==> config.mk <==
export PLATFORM = sky130hd
export DESIGN_NAME = raster_timer
export DESIGN_NICKNAME = d
export VERILOG_FILES = /design/src/rtl/raster_pkg.sv /design/src/rtl/raster_dot_ctr.sv /design/src/rtl/raster_line_ctr.sv /design/src/rtl/raster_refresh.sv /design/src/rtl/raster_timer.sv
export SDC_FILE = /design/constraint.sdc
export NUM_CORES = 1
export LEC_CHECK = 0
export ABC_AREA = 0
export BUFFER_PORTS_ARGS = -buffer_cell sky130_fd_sc_hd__buf_2
export CORE_MARGIN = 2
export CORE_UTILIZATION = 50
export CTS_BUF_LIST = sky130_fd_sc_hd__clkbuf_8
export DETAILED_ROUTE_END_ITERATION = 6
export GPL_TIMING_DRIVEN = 0
export HOLD_SLACK_MARGIN = 0.03
export PLACE_DENSITY = 0.85
export SYNTH_ARGS = -nofsm -noshare
export SYNTH_HDL_FRONTEND = slang
export SYNTH_SLANG_ARGS = --single-unit
==> constraint.sdc <==
create_clock -name clk -period 2.9 [get_ports clk]
set_input_delay 0.435 -clock clk [delete_from_list [all_inputs] [get_ports clk]]
set_output_delay 0.435 -clock clk [all_outputs]
set_load 0.005 [all_outputs]
==> src/rtl/raster_pkg.sv <==
package raster_pkg;
    typedef enum logic {
        REG_ACTIVE = 1'b0,
        REG_VBLANK = 1'b1
    } region_e;

    typedef enum logic {
        REF_ARMED = 1'b0,
        REF_SPENT = 1'b1
    } refresh_e;
endpackage

==> src/rtl/raster_dot_ctr.sv <==
module raster_dot_ctr #(
    parameter int DOTS = 340,
    parameter int DW   = $clog2(DOTS)
) (
    input  logic          clk,
    input  logic          rst_n,
    input  logic          dot_en,
    input  logic          short_line,
    output logic [DW-1:0] dot,
    output logic          line_end
);
    localparam logic [DW-1:0] LAST_FULL  = DW'(DOTS - 1);
    localparam logic [DW-1:0] LAST_SHORT = DW'(DOTS - 2);

    logic [DW-1:0] last_dot;

    always_comb begin
        last_dot = short_line ? LAST_SHORT : LAST_FULL;
        line_end = dot_en && (dot == last_dot);
    end

    always_ff @(posedge clk) begin
        if (!rst_n) begin
            dot <= '0;
        end else if (dot_en) begin
            dot <= line_end ? '0 : dot + 1'b1;
        end
    end
endmodule

==> src/rtl/raster_line_ctr.sv <==
module raster_line_ctr
    import raster_pkg::*;
#(
    parameter int LINES       = 262,
    parameter int VBLANK_LINE = 225,
    parameter int LW          = $clog2(LINES + 1),
    parameter int FW          = 8
) (
    input  logic          clk,
    input  logic          rst_n,
    input  logic          line_end,
    input  logic          interlace,
    input  logic          nmi_enable,
    output logic [LW-1:0] line,
    output logic [FW-1:0] frame,
    output region_e       region,
    output logic          nmi_flag,
    output logic          nmi_req
);
    localparam logic [LW-1:0] PRE_VB     = LW'(VBLANK_LINE - 1);
    localparam logic [LW-1:0] LAST_SHORT = LW'(LINES - 1);
    localparam logic [LW-1:0] LAST_LONG  = LW'(LINES);

    region_e       region_d;
    logic [LW-1:0] frame_last;
    logic          frame_end;
    logic          enter_vb;

    always_comb begin
        frame_last = (!interlace || frame[0]) ? LAST_SHORT : LAST_LONG;
        frame_end  = line_end && (line == frame_last);
        enter_vb   = line_end && (line == PRE_VB);
    end

    always_comb begin
        region_d = region;
        unique case (region)
            REG_ACTIVE: if (enter_vb)  region_d = REG_VBLANK;
            REG_VBLANK: if (frame_end) region_d = REG_ACTIVE;
            default:                   region_d = REG_ACTIVE;
        endcase
    end

    always_ff @(posedge clk) begin
        if (!rst_n) region <= REG_ACTIVE;
        else        region <= region_d;
    end

    always_ff @(posedge clk) begin
        if (!rst_n) begin
            line     <= '0;
            frame    <= '0;
            nmi_flag <= 1'b0;
            nmi_req  <= 1'b0;
        end else begin
            nmi_req <= 1'b0;
            if (frame_end) begin
                line     <= '0;
                frame    <= frame + 1'b1;
                nmi_flag <= 1'b0;
            end else if (line_end) begin
                line <= line + 1'b1;
                if (enter_vb) begin
                    nmi_flag <= 1'b1;
                    nmi_req  <= nmi_enable;
                end
            end
        end
    end
endmodule

==> src/rtl/raster_refresh.sv <==
module raster_refresh
    import raster_pkg::*;
#(
    parameter int REFRESH_DOT = 134,
    parameter int DW          = 9
) (
    input  logic          clk,
    input  logic          rst_n,
    input  logic          dot_en,
    input  logic          line_end,
    input  logic [DW-1:0] dot,
    input  logic [2:0]    mclk_phase,
    output logic          refresh_req
);
    localparam logic [DW-1:0] RD0 = DW'(REFRESH_DOT);
    localparam logic [DW-1:0] RD1 = DW'(REFRESH_DOT + 1);

    refresh_e state, state_d;
    logic     fire;

    always_comb begin
        fire = dot_en && (state == REF_ARMED) &&
               ((dot == RD0) || (dot == RD1)) && (mclk_phase == 3'd0);
        state_d = state;
        unique case (state)
            REF_ARMED: if (fire)     state_d = REF_SPENT;
            REF_SPENT: if (line_end) state_d = REF_ARMED;
            default:                 state_d = REF_ARMED;
        endcase
    end

    always_ff @(posedge clk) begin
        if (!rst_n) state <= REF_ARMED;
        else        state <= state_d;
    end

    always_ff @(posedge clk) begin
        if (!rst_n) refresh_req <= 1'b0;
        else        refresh_req <= fire;
    end
endmodule

==> src/rtl/raster_timer.sv <==
module raster_timer
    import raster_pkg::*;
#(
    parameter int DOTS        = 340,
    parameter int LINES       = 262,
    parameter int VBLANK_LINE = 225,
    parameter int SHORT_LINE  = 240,
    parameter int REFRESH_DOT = 134,
    parameter int HDMA_DOT    = 278,
    parameter int FW          = 8,
    parameter int DW          = $clog2(DOTS),
    parameter int LW          = $clog2(LINES + 1)
) (
    input  logic          clk,
    input  logic          rst_n,
    input  logic          dot_en,
    input  logic          interlace,
    input  logic          nmi_enable,
    input  logic [2:0]    mclk_phase,
    output logic [DW-1:0] dot,
    output logic [LW-1:0] line,
    output logic [FW-1:0] frame,
    output logic          nmi_flag,
    output logic          nmi_req,
    output logic          hdma_trig,
    output logic          refresh_req
);
    localparam logic [LW-1:0] SHORT_L = LW'(SHORT_LINE);
    localparam logic [DW-1:0] HD      = DW'(HDMA_DOT);

    logic    short_line;
    logic    line_end;
    region_e region;

    assign short_line = !interlace && frame[0] && (line == SHORT_L);

    raster_dot_ctr #(.DOTS(DOTS), .DW(DW)) u_dot (
        .clk(clk), .rst_n(rst_n), .dot_en(dot_en),
        .short_line(short_line), .dot(dot), .line_end(line_end)
    );

    raster_line_ctr #(.LINES(LINES), .VBLANK_LINE(VBLANK_LINE), .LW(LW), .FW(FW)) u_line (
        .clk(clk), .rst_n(rst_n), .line_end(line_end), .interlace(interlace),
        .nmi_enable(nmi_enable), .line(line), .frame(frame), .region(region),
        .nmi_flag(nmi_flag), .nmi_req(nmi_req)
    );

    raster_refresh #(.REFRESH_DOT(REFRESH_DOT), .DW(DW)) u_ref (
        .clk(clk), .rst_n(rst_n), .dot_en(dot_en), .line_end(line_end),
        .dot(dot), .mclk_phase(mclk_phase), .refresh_req(refresh_req)
    );

    always_ff @(posedge clk) begin
        if (!rst_n) hdma_trig <= 1'b0;
        else        hdma_trig <= dot_en && (region == REG_ACTIVE) && (dot == HD);
    end
endmodule

After elaboration in Yosys (flattened, before gate mapping)
Cells that the tools add are included.
Word-level totals
  bits in registers: 32
  input port bits: 8
  output and inout bits: 30
Cells by class
  add/sub/neg operators: 3
  equal/unequal tests: 7
  mux-type cells: 9
  bitwise logic cells: 5
  reduce and logical (&&, ||, !) cells: 17
Operators with widths (count)
  $eq 9x8->1 const B: 4
  $add 9x1->9 const B: 2
  $eq 9x9->1: 2
  $logic_and 1x1->1: 10
  $eq 9x9->1 const B: 1
  $mux 9: 1
  $add 8x1->8 const B: 1
  $mux 1: 5
  $not 1->1: 5
  $pmux 1 s2: 2
  $reduce_or 4->1: 1
  $logic_not 3->1: 1
  $logic_or 1x1->1: 2
  $mux 2: 1
  $reduce_and 2->1: 1
  $reduce_or 2->1: 1
  $logic_not 1->1: 1

Depth between registers and ports, before layout
Gate-level depths: netlist (run 1).
  depth after elaboration: 9
  gate-level depth with buffers: 8
  gate-level depth less buffers: 7

Modules after synthesis
From an unflattened synthesis (run 1), not the netlist that was laid out.
Second synthesis, totals
  cell total of the unflattened synthesis: 178
  area total of the unflattened synthesis: 1664.1 µm²
Modules (own cells, without submodules)
  raster_line_ctr: times used 1, cells an instance 109, area an instance 975.9 µm², sequential area each 400.4 µm²
  raster_dot_ctr: times used 1, cells an instance 51, area an instance 481.7 µm², sequential area each 180.2 µm²
  raster_refresh: times used 1, cells an instance 9, area an instance 112.6 µm², sequential area each 40.0 µm²
  raster_timer: times used 1, cells an instance 9, area an instance 93.8 µm², sequential area each 20.0 µm²

Least setup slack after synthesis (run 1)
No wires, ideal clock.
  kind: reg2reg
  from: reg u_line.line[0]
  to: reg u_line.frame[7]
  arrival: 1.949 ns
  required time: 2.829 ns
  setup slack: 0.880 ns
  stages on the path, launching flop included: 8
  period minus slack after synthesis: 2.020 ns
  path through: dfxtp_1 inv_1 ha_1 and4bb_2 a31oi_4 o2111ai_4 or4_1 a21oi_1
Between the ends
  word-level cells in the longest chain between the ends: 6
  elaborated cells on any way between the ends: 7
RTL lines
  start, declared: line raster_line_ctr.sv:14  | output logic [LW-1:0] line,
  start signal, assigned: line raster_line_ctr.sv:62  | line <= line + 1'b1;
  $eq 9x8->1: line raster_timer.sv:35  | assign short_line = !interlace && frame[0] && (line == SHORT_L);
  $logic_and 1x1->1: line raster_timer.sv:35
  $mux 1: line raster_dot_ctr.sv:18  | last_dot = short_line ? LAST_SHORT : LAST_FULL;
  $eq 9x9->1: line raster_dot_ctr.sv:19  | line_end = dot_en && (dot == last_dot);
  $logic_and 1x1->1: line raster_dot_ctr.sv:19
  $logic_and 1x1->1 (*): line raster_line_ctr.sv:31  | frame_end = line_end && (line == frame_last);
  end signal, assigned: line raster_line_ctr.sv:59  | frame <= frame + 1'b1;
  end, declared: line raster_line_ctr.sv:15  | output logic [FW-1:0] frame,
Every way passes the cells marked *; elsewhere a longest branch is shown, timed or not.
A chain may end at the register's enable or synchronous reset.

Final worst setup path (run 1)
Same ends and word-level chain as after synthesis.

==> out/qor.txt, run 1 <==
Status: finished clean
Layout fillers: 268
CP Capture Type: flip-flop
CTS H-tree lvls: 2
Syn_nets: 198
Top cell type's share of synthesized area: 0.390
Net Sw Power: 0.187 mW
Ys flop type: dfxtp_1
CTS tree: yes
Kind of critical path: flip-flop to flip-flop
Antenna-violating nets left: 0
Post-Syn Area: 0.00164 mm2
CTS max path bufs: 2
Max VDD drop: 0.313 mV
Final setup fails: 0
Largest net degree at the start of global routing: 11
Final core utilization: 0.640
Via density per instance: 5.67
I/O Buffers: 36
Row count: 20
GPL Wtd Cong: 0.861
Hpwl dp: 2.56 mm
Max FO, Critical Path: 7
Count of cell types in the netlist: 46
Die X-Extent: 61.3 um
Max-Cap Viols: 0
WP data required: 3120 ps
Clk_lat worst skew: 290 ps
Cell Int Power: 0.643 mW
Highest clock rate: 455 MHz
Sequential fraction of the synthesis area: 0.390
Register Area: 641 um2
FFs w/ async S/R, synth: 0
Reg power frac: 0.538
Drt initial violations: 65
Diode count: 0
Clock Tree Root: clkbuf_8
Vias in the first global route: 1,309
Synth cell count leaders: dfxtp_1 (32), nand2_1 (15), nor2_1 (15), a21oi_1 (11), and3_1 (8)
Die footprint: 0.00376 mm2
Crit share post-route: 0.757
Number of flops mapped to enable cells by yosys: 0
Wire per inst: 12.9 um
Initial core utilization: 0.534
RSZ-0062 raised after global routing: no
Share of cells above drive strength 1: 0.249
Switching share of power: 0.225
Pwr dens: 421 mW/mm2
Clock Sinks: 32
First-pass GRT wire length: 5.58 mm
I/O pin count: 38
Die height: 61.3 um
Total power: 0.829 mW
Min Tclk post-route: 2200 ps
CP Launch Type: flip-flop
Avg Cell Area, Syn: 8.88 um2
Via count: 1,548
Ys Warns: 0
Area delta synth->final: 20.0%
Most frequent cell after synthesis: dfxtp_1
Clock Skews: 5.44 ps
Post-CTS setup buffers: 0
Hold Vio Cnt, Final: 0
Multi-input combinational cell area: 953 um2
Gate power share: 0.037
Initial DRT Pass Iterations: 4
Leading area contributor after synthesis: dfxtp_1
Max Slew Vio Count: 0
Clock transition at path regs: 70 ps
TritonCTS Buffers: 5
Core area: 0.00308 mm2
Synth Instances: 185
Leakage: 0.843 nW
Slew HR: 0.678
Clk pwr share: 0.425
Worst-Margin Slew: 483 ps
WL final: 3.52 mm
GR Overflow Total: 0
Initial antenna violation count: 0
Worst EP arrival: 2410 ps
Post-layout net count: 241
Final setup TNS: 0 ps
Top post-synthesis cells by area: dfxtp_1 (39%), ha_1 (3.8%), xor2_1 (3.7%)
Post-CTS Hold Buffers: 0
Worst hold path type: primary input to flip-flop
Drt drc: 0
Synthesized flop and latch total: 32
PostCTS Resize Cnt: 0
Total track usage: 0.201
cells in the final DEF, fill, tap and decap left out, types with 7 or more instances in the layout:
| cell type | count |
|---|---|
| a21oi_1 | 11 |
| and3_1 | 8 |
| buf_2 | 39 |
| dfxtp_1 | 32 |
| nand2_1 | 15 |
| nand3_1 | 7 |
| nand4_1 | 7 |
| nor2_1 | 15 |
| nor3_1 | 7 |
| xor2_1 | 7 |
sequential cells by signal, indices dropped and copies added, names as in the netlist:
register and cells:
u_line.nmi_req 1, u_line.region 1, u_ref.state 1, u_ref.refresh_req 1, u_line.line 9, u_line.frame 8, u_dot.dot 9, u_line.nmi_flag 1
hdma_trig 1
metal layers:
metal,share of wire,track usage,routed length (um)
met4,0.014,0.0652,48
met3,0.059,0.0693,206
met1,0.47,0.250,1650
met5,0,0,0
met2,0.46,0.325,1610
power groups by stage:
stage | combinational [mW] | sequential [mW] | clock, mW
4_1_cts | 0.0312 | 0.446 | 0.362
3_3_place_gp | 0.0301 | 0.456 | 0
6_report | 0.0309 | 0.446 | 0.352
5_1_grt | 0.0344 | 0.446 | 0.381
2_1_floorplan | 0.0192 | 0.455 | 0
3_5_place_dp | 0.0310 | 0.456 | 0
critical path: stages (launching register included):
cell and delay (ps):
dfxtp_1 460, inv_1 100, ha_1 200, and4bb_2 270
a31oi_4 240, o2111ai_4 170, or4_1 530, a21oi_1 150
cell families after synthesis:
| family | after synthesis | synth area share |
|---|---|---|
| and+or+nand+nor | 89 | 0.311 |
| AOI/OAI and AO/OA | 38 | 0.183 |
| DFF | 32 | 0.390 |
| buffers and inverters | 12 | 0.0297 |
| xor gates and xnor gates | 8 | 0.0427 |
| adders and majority gates | 5 | 0.0381 |
| muxes | 1 | 0.00609 |
metrics by stage:
step | hold WS, ps | setup WS [ps] | std cells | cell area, um2
6_report | 365 | 705 | 273 | 1970
5_1_grt | 367 | 589 | 273 | 1970
4_1_cts | 356 | 717 | 273 | 1970
3_5_place_dp | 473 | 749 | 265 | 1880
3_3_place_gp | 475 | 788 | 265 | 1880
2_1_floorplan | 462 | 880 | 185 | 1640
path summary, 6_finish.rpt:
kind	end	cells past startpoint	slack, ps	startpoint
setup / recovery	u_line.frame[7]	7	700	u_line.line[0]
hold / removal	u_line.nmi_req	3	360	nmi_enable
setup reg to reg	u_line.frame[7]	7	700	u_line.line[0]
hold reg to reg	u_line.nmi_flag	2	490	u_line.nmi_flag
final cells by class:
class | instances | share of cell area
clock inverters | 2 | 0.00508
flip-flops and latches | 32 | 0.325
repair buffers | 36 | 0.0914
plain buffers | 7 | 0.0152
well taps | 44 | 0.0279
inverters | 5 | 0.00952
clock buffers | 6 | 0.0419
multi-input cells | 141 | 0.484
Note: power is estimated with default switching activity, not from simulation.
==> run 2: changes to the inputs <==
--- a/config.mk
+++ b/config.mk
@@ -13,7 +13,7 @@
 export DETAILED_ROUTE_END_ITERATION = 6
 export GPL_TIMING_DRIVEN = 0
 export HOLD_SLACK_MARGIN = 0.03
-export PLACE_DENSITY = 0.85
+export PLACE_DENSITY = 0.88
 export SYNTH_ARGS = -nofsm -noshare
 export SYNTH_HDL_FRONTEND = slang
 export SYNTH_SLANG_ARGS = --single-unit
==> constraint.sdc (replaced) <==
create_clock -name clk -period 2 [get_ports clk]
set_input_delay 0.3 -clock clk [delete_from_list [all_inputs] [get_ports clk]]
set_output_delay 0.3 -clock clk [all_outputs]
set_load 0.005 [all_outputs]
==> run 2 against run 1 <==
Worst hold slack got worse by 130 ps. Maximum frequency increased by 15%. Clock skew increased by 0.65 ps. Cell count increased by 2.2%. Power increased by 44%. Routed wire length increased by 7.3%. First-iteration DRC count increased by 62%. Critical path type unchanged.
==> out/qor.txt, run 2 (synthesis results as in run 1) <==
Status: finished clean
CP cell instances: inv_2 -> ha_4 -> and4bb_2 -> and4_4 -> o2111ai_4 -> buf_6 -> or3_1 -> a21oi_2
RR Startpoint: u_line.line[0]
Reg2Reg Capture Point: u_line.frame[2]
Most frequent cells in the layout: buf_2 (39), dfxtp_1 (29), nor2_1 (15), nand2_1 (14), a21oi_1 (9)
WL final: 3.77 mm
Slew HR: 0.669
WP data required: 2220 ps
Initial DRT Pass Iterations: 4
Die height: 61.3 um
CP Launch Type: flip-flop
CP delay by family, top: simple AND/OR/NAND/NOR gates
Max VDD drop: 0.480 mV
Finished Layout Cells: 279
GPL Wtd Cong: 0.840
Initial antenna violation count: 0
Die footprint: 0.00376 mm2
CTS max path bufs: 2
Hold Vio Cnt, Final: 0
Gate power share: 0.041
Via density per instance: 5.67
Kind of critical path: flip-flop to flip-flop
Worst path depth: 8
Clock Sinks: 32
Max FO, Critical Path: 6
Critical path's slowest cell: dfxtp_4
Share of cells above drive strength 1: 0.311
Clock Skews: 6.09 ps
Cells after DPL: 265
Drt initial violations: 105
Leakage: 0.887 nW
Largest net degree at the start of global routing: 11
Row count: 20
Clk_lat worst skew: 290 ps
CTS tree: yes
Vias in the first global route: 1,381
CTS H-tree lvls: 2
TritonCTS Buffers: 5
Crit path launch: u_line.line[0]
Highest clock rate: 523 MHz
Total track usage: 0.217
CP peak stage delay: 360 ps
Worst EP arrival: 2140 ps
Final setup fails: 0
Max-Cap Viols: 0
Worst-Margin Slew: 496 ps
Crit share post-route: 0.957
Switching share of power: 0.223
Most common cell after layout, fill and taps aside: buf_2
Regs by FF count: u_dot.dot: 9 flops, u_line.line: 9 flops, u_line.frame: 8 flops
Net Sw Power: 0.265 mW
Cell Int Power: 0.927 mW
Max Slew Vio Count: 0
Clock transition at path regs: 70 ps
GR Overflow Total: 0
Worst hold path type: primary input to flip-flop
Area delta synth->final: 25.7%
Reg power frac: 0.541
Die X-Extent: 61.3 um
CP Capture Type: flip-flop
Final hold slack: 233 ps
Setup slack, reg-to-reg: 90 ps
Min Tclk post-route: 1910 ps
First-pass GRT wire length: 5.94 mm
Pwr dens: 577 mW/mm2
Post-layout net count: 247
Diode count: 0
Worst Setup EP: u_line.frame[2]
Initial core utilization: 0.534
Worst Path Buf+Inv: 2
Drt drc: 0
Clock Tree Root: clkbuf_8
Clk pwr share: 0.419
Core area: 0.00308 mm2
Worst reg2reg path depth: 8
I/O Buffers: 36
Wire per inst: 13.5 um
Hpwl dp: 2.52 mm
Via count: 1,582
Antenna-violating nets left: 0
I/O pin count: 38
==> run 2: changes by cell type in the layout (fill, tap and decap cells not counted), moves of 2 or more <==
cell,delta
a21oi_1,-2
a21oi_2,+2
buf_4,+6
clkinv_2,-2
dfxtp_1,-3
dfxtp_4,+2
inv_2,+2
==> run 2: repair_timing <==
item                                    4_1_cts  5_1_grt
resized for setup                             4       13
pin swaps                                     4        4
buffers inserted                              1        5
gates cloned                                  0        1
endpoints found under the setup margin        3       16
hold buffers                                  0        0
==> run 2: area by class of cell <==
cell class	count	area, um2
buffer	6	32.5
tap	44	55.1
clock inverter	2	7.51
clock buffer	6	82.6
fill	250	1010
sequential	32	649
timing repair buffer	43	230
inverter	5	18.8
multi-input combinational	141	990
==> run 2: worst register-to-register path: cells and delay by family (launching register included) <==
family,cells,cell delay [ps]
buf+inv,2,250
fa+ha+maj,1,120
flops,1,360
compound gates,2,270
simple gates,3,860
==> run 2: power groups by stage <==
stage / logic, mW / clock network (mW) / registers [mW]
after floorplan: 0.0278 / 0 / 0.660
after global placement: 0.0432 / 0 / 0.661
after detailed placement: 0.0448 / 0 / 0.661
after CTS: 0.0470 / 0.509 / 0.646
after global routing: 0.0534 / 0.544 / 0.645
final: 0.0483 / 0.499 / 0.645
==> run 2: metal layers <==
| layer | up-vias | wire [um] | track usage |
|---|---|---|---|
| li1 | 782 | - | - |
| met1 | 739 | 1770 | 0.272 |
| met2 | 52 | 1730 | 0.339 |
| met3 | 9 | 213 | 0.0756 |
| met4 | 0 | 63 | 0.0901 |
| met5 | - | 0 | 0 |
==> run 2: how the worst min path moves through the flow <==
stage                    start               to  slack, ps  cells past startpoint
2_1_floorplan       nmi_enable   u_line.nmi_req        420                      2
3_3_place_gp   u_line.frame[7]  u_line.frame[7]        480                      2
3_5_place_dp   u_line.frame[7]  u_line.frame[7]        480                      2
4_1_cts             nmi_enable   u_line.nmi_req        220                      3
5_1_grt             nmi_enable   u_line.nmi_req        240                      3
6_report            nmi_enable   u_line.nmi_req        230                      3
==> run 2: stage by stage <==
step / util / worst slack [ps] / total power [mW] / setup TNS [ps] / cell area [um2]
after floorplan: - / 47.3 / 0.688 / 0 / 1640
after global placement: 0.611 / -48.7 / 0.704 / -117 / 1880
after detailed placement: 0.611 / -77.6 / 0.706 / -183 / 1880
after CTS: 0.646 / -10.7 / 1.20 / -19.4 / 1990
after global routing: 0.671 / -4.09 / 1.24 / -4.09 / 2070
final: 0.671 / 86.9 / 1.19 / 0 / 2070
==> run 3: changes to the inputs <==
--- a/config.mk
+++ b/config.mk
@@ -6,7 +6,7 @@
 export NUM_CORES = 1
 export LEC_CHECK = 0
 export ABC_AREA = 0
-export BUFFER_PORTS_ARGS = -buffer_cell sky130_fd_sc_hd__buf_2
+export BUFFER_PORTS_ARGS = -buffer_cell sky130_fd_sc_hd__buf_4
 export CORE_MARGIN = 2
 export CORE_UTILIZATION = 50
 export CTS_BUF_LIST = sky130_fd_sc_hd__clkbuf_8
==> run 3 against run 2 <==
Clock power shrank 9.0%. Core utilization grew 1.7 points. Setup slack lost 4.1 ps. Die area is the same. Critical path depth is the same. Worst hold slack gained 12 ps. Via count grew 0.57%. Clock-buffer cell count shrank 1. Global-route usage grew 1.2 points. First-iteration DRC count shrank 14%.
==> out/qor.txt, run 3 (synthesis results as in run 1) <==
Reg2Reg Capture Point: u_line.frame[2]
Regs by FF count: u_dot.dot: 9 flops, u_line.line: 9 flops, u_line.frame: 8 flops
Die height: 61.3 um
Clock Skews: 3.97 ps
Worst hold path type: primary input to flip-flop
Finished Layout Cells: 276
CTS H-tree lvls: 2
Most common cell after layout, fill and taps aside: buf_4
Drt initial violations: 90
Worst EP arrival: 2130 ps
Drt drc: 0
Worst-Margin Slew: 504 ps
Final setup TNS: 0 ps
WP data required: 2210 ps
Setup slack, reg-to-reg: 80 ps
Final setup fails: 0
Initial antenna violation count: 0
Crit path launch: u_line.line[1]
CTS tree: yes
Net Sw Power: 0.260 mW
Post-layout net count: 245
Reg power frac: 0.560
Die footprint: 0.00376 mm2
Diode count: 0
Status: finished clean
Hold Vio Cnt, Final: 0
Min Tclk post-route: 1920 ps
I/O pin count: 38
Share of cells above drive strength 1: 0.302
Max FO, Critical Path: 6
Max VDD drop: 0.396 mV
I/O Buffers: 36
CP Capture Type: flip-flop
Worst Setup EP: u_line.frame[2]
Wire per inst: 14.4 um
CP peak stage delay: 350 ps
Slew HR: 0.664
Final core utilization: 0.688
Hpwl dp: 2.61 mm
Die X-Extent: 61.3 um
GR Overflow Total: 0
Critical path's slowest cell: dfxtp_4
Most frequent cells in the layout: buf_4 (40), dfxtp_1 (29), nand2_1 (15), nor2_1 (15), a21oi_1 (10)
Core area: 0.00308 mm2
Highest clock rate: 522 MHz
WL final: 3.98 mm
Switching share of power: 0.225
Via count: 1,591
Global routing usage on met2: 0.368
GPL Wtd Cong: 0.921
Cell Int Power: 0.892 mW
Vias in the first global route: 1,368
Largest net degree at the start of global routing: 11
Cells after DPL: 265
CTS max path bufs: 2
Area delta synth->final: 28.9%
Clock Tree Root: clkbuf_8
RR Startpoint: u_line.line[1]
Antenna-violating nets left: 0
Clock transition at path regs: 60 ps
Total power: 1.15 mW
Max Slew Vio Count: 0
Via density per instance: 5.76
Initial core utilization: 0.534
Pwr dens: 544 mW/mm2
Initial DRT Pass Iterations: 4
M3 GR Usage: 0.0756
Post-CTS Hold Buffers: 0
Total track usage: 0.229
Crit share post-route: 0.959
TritonCTS Buffers: 5
Met1 Use GR: 0.287
CP Launch Type: flip-flop
CP cell instances: inv_1 -> ha_1 -> and4bb_2 -> and4_4 -> o2111ai_4 -> buf_6 -> or3_1 -> a21oi_1
First-pass GRT wire length: 6.29 mm
Worst reg2reg path depth: 8
Clock Sinks: 32
Clk pwr share: 0.394
Clk_lat worst skew: 280 ps
GRT busiest layer: met2
Max-Cap Viols: 0
Leakage: 0.869 nW
Gate power share: 0.046
Worst setup margin: 82.7 ps
Kind of critical path: flip-flop to flip-flop
DP Worst Slack: -82.6 ps
Row count: 20
==> run 3: worst max-delay path, delay by kind of cell, from the launching register on <==
kind | cells | cell delay [ps]
AO/OA/AOI/OAI | 2 | 300
adder cells (fa/ha/maj) | 1 | 120
flip-flops | 1 | 350
buffers and inverters | 2 | 220
AND/OR/NAND/NOR | 3 | 860
==> run 3: how the worst min path moves through the flow <==
| stage | from | end | slack [ps] | depth (start not counted) |
|---|---|---|---|---|
| floorplan | nmi_enable | u_line.nmi_req | 420 | 2 |
| global placement | u_line.frame[7] | u_line.frame[7] | 480 | 2 |
| detailed placement | u_line.frame[7] | u_line.frame[7] | 490 | 2 |
| CTS | nmi_enable | u_line.nmi_req | 250 | 3 |
| global route | nmi_enable | u_line.nmi_req | 270 | 3 |
| finish | nmi_enable | u_line.nmi_req | 250 | 3 |
==> run 3: timing repair <==
| action | CTS | global route |
|---|---|---|
| gates resized for setup | 4 | 12 |
| setup buffers | 2 | 2 |
| endpoints found under the setup margin | 13 | 9 |
| pin swaps | 1 | 6 |
| gates cloned | 0 | 1 |
==> run 3: layer usage <==
layer,part of all wire,up-vias
li1,-,783
met3,0.056,7
met2,0.48,49
met1,0.45,752
met4,0.012,0
met5,0,-
==> run 3: stage by stage <==
stage          area, um2  hold slack, ps
3_5_place_dp        1970             486
4_1_cts             2080             246
2_1_floorplan       1640             418
3_3_place_gp        1970             477
6_report            2120             246
5_1_grt             2120             272
==> run 3: cell type report <==
class	instances	area [um2]
buffer	6	35.0
clock buffer	5	68.8
clock inverter	2	8.76
fill	252	960
inverter	5	18.8
multi-input combinational	141	977
sequential	32	649
tap	44	55.1
timing repair buffer	41	305
==> run 3: power groups by stage <==
stage	sequential [mW]	combinational [mW]	clock, mW
after floorplan	0.660	0.0278	0
after global placement	0.661	0.0481	0
after detailed placement	0.661	0.0490	0
after CTS	0.645	0.0521	0.467
after global routing	0.645	0.0575	0.498
final	0.645	0.0528	0.454
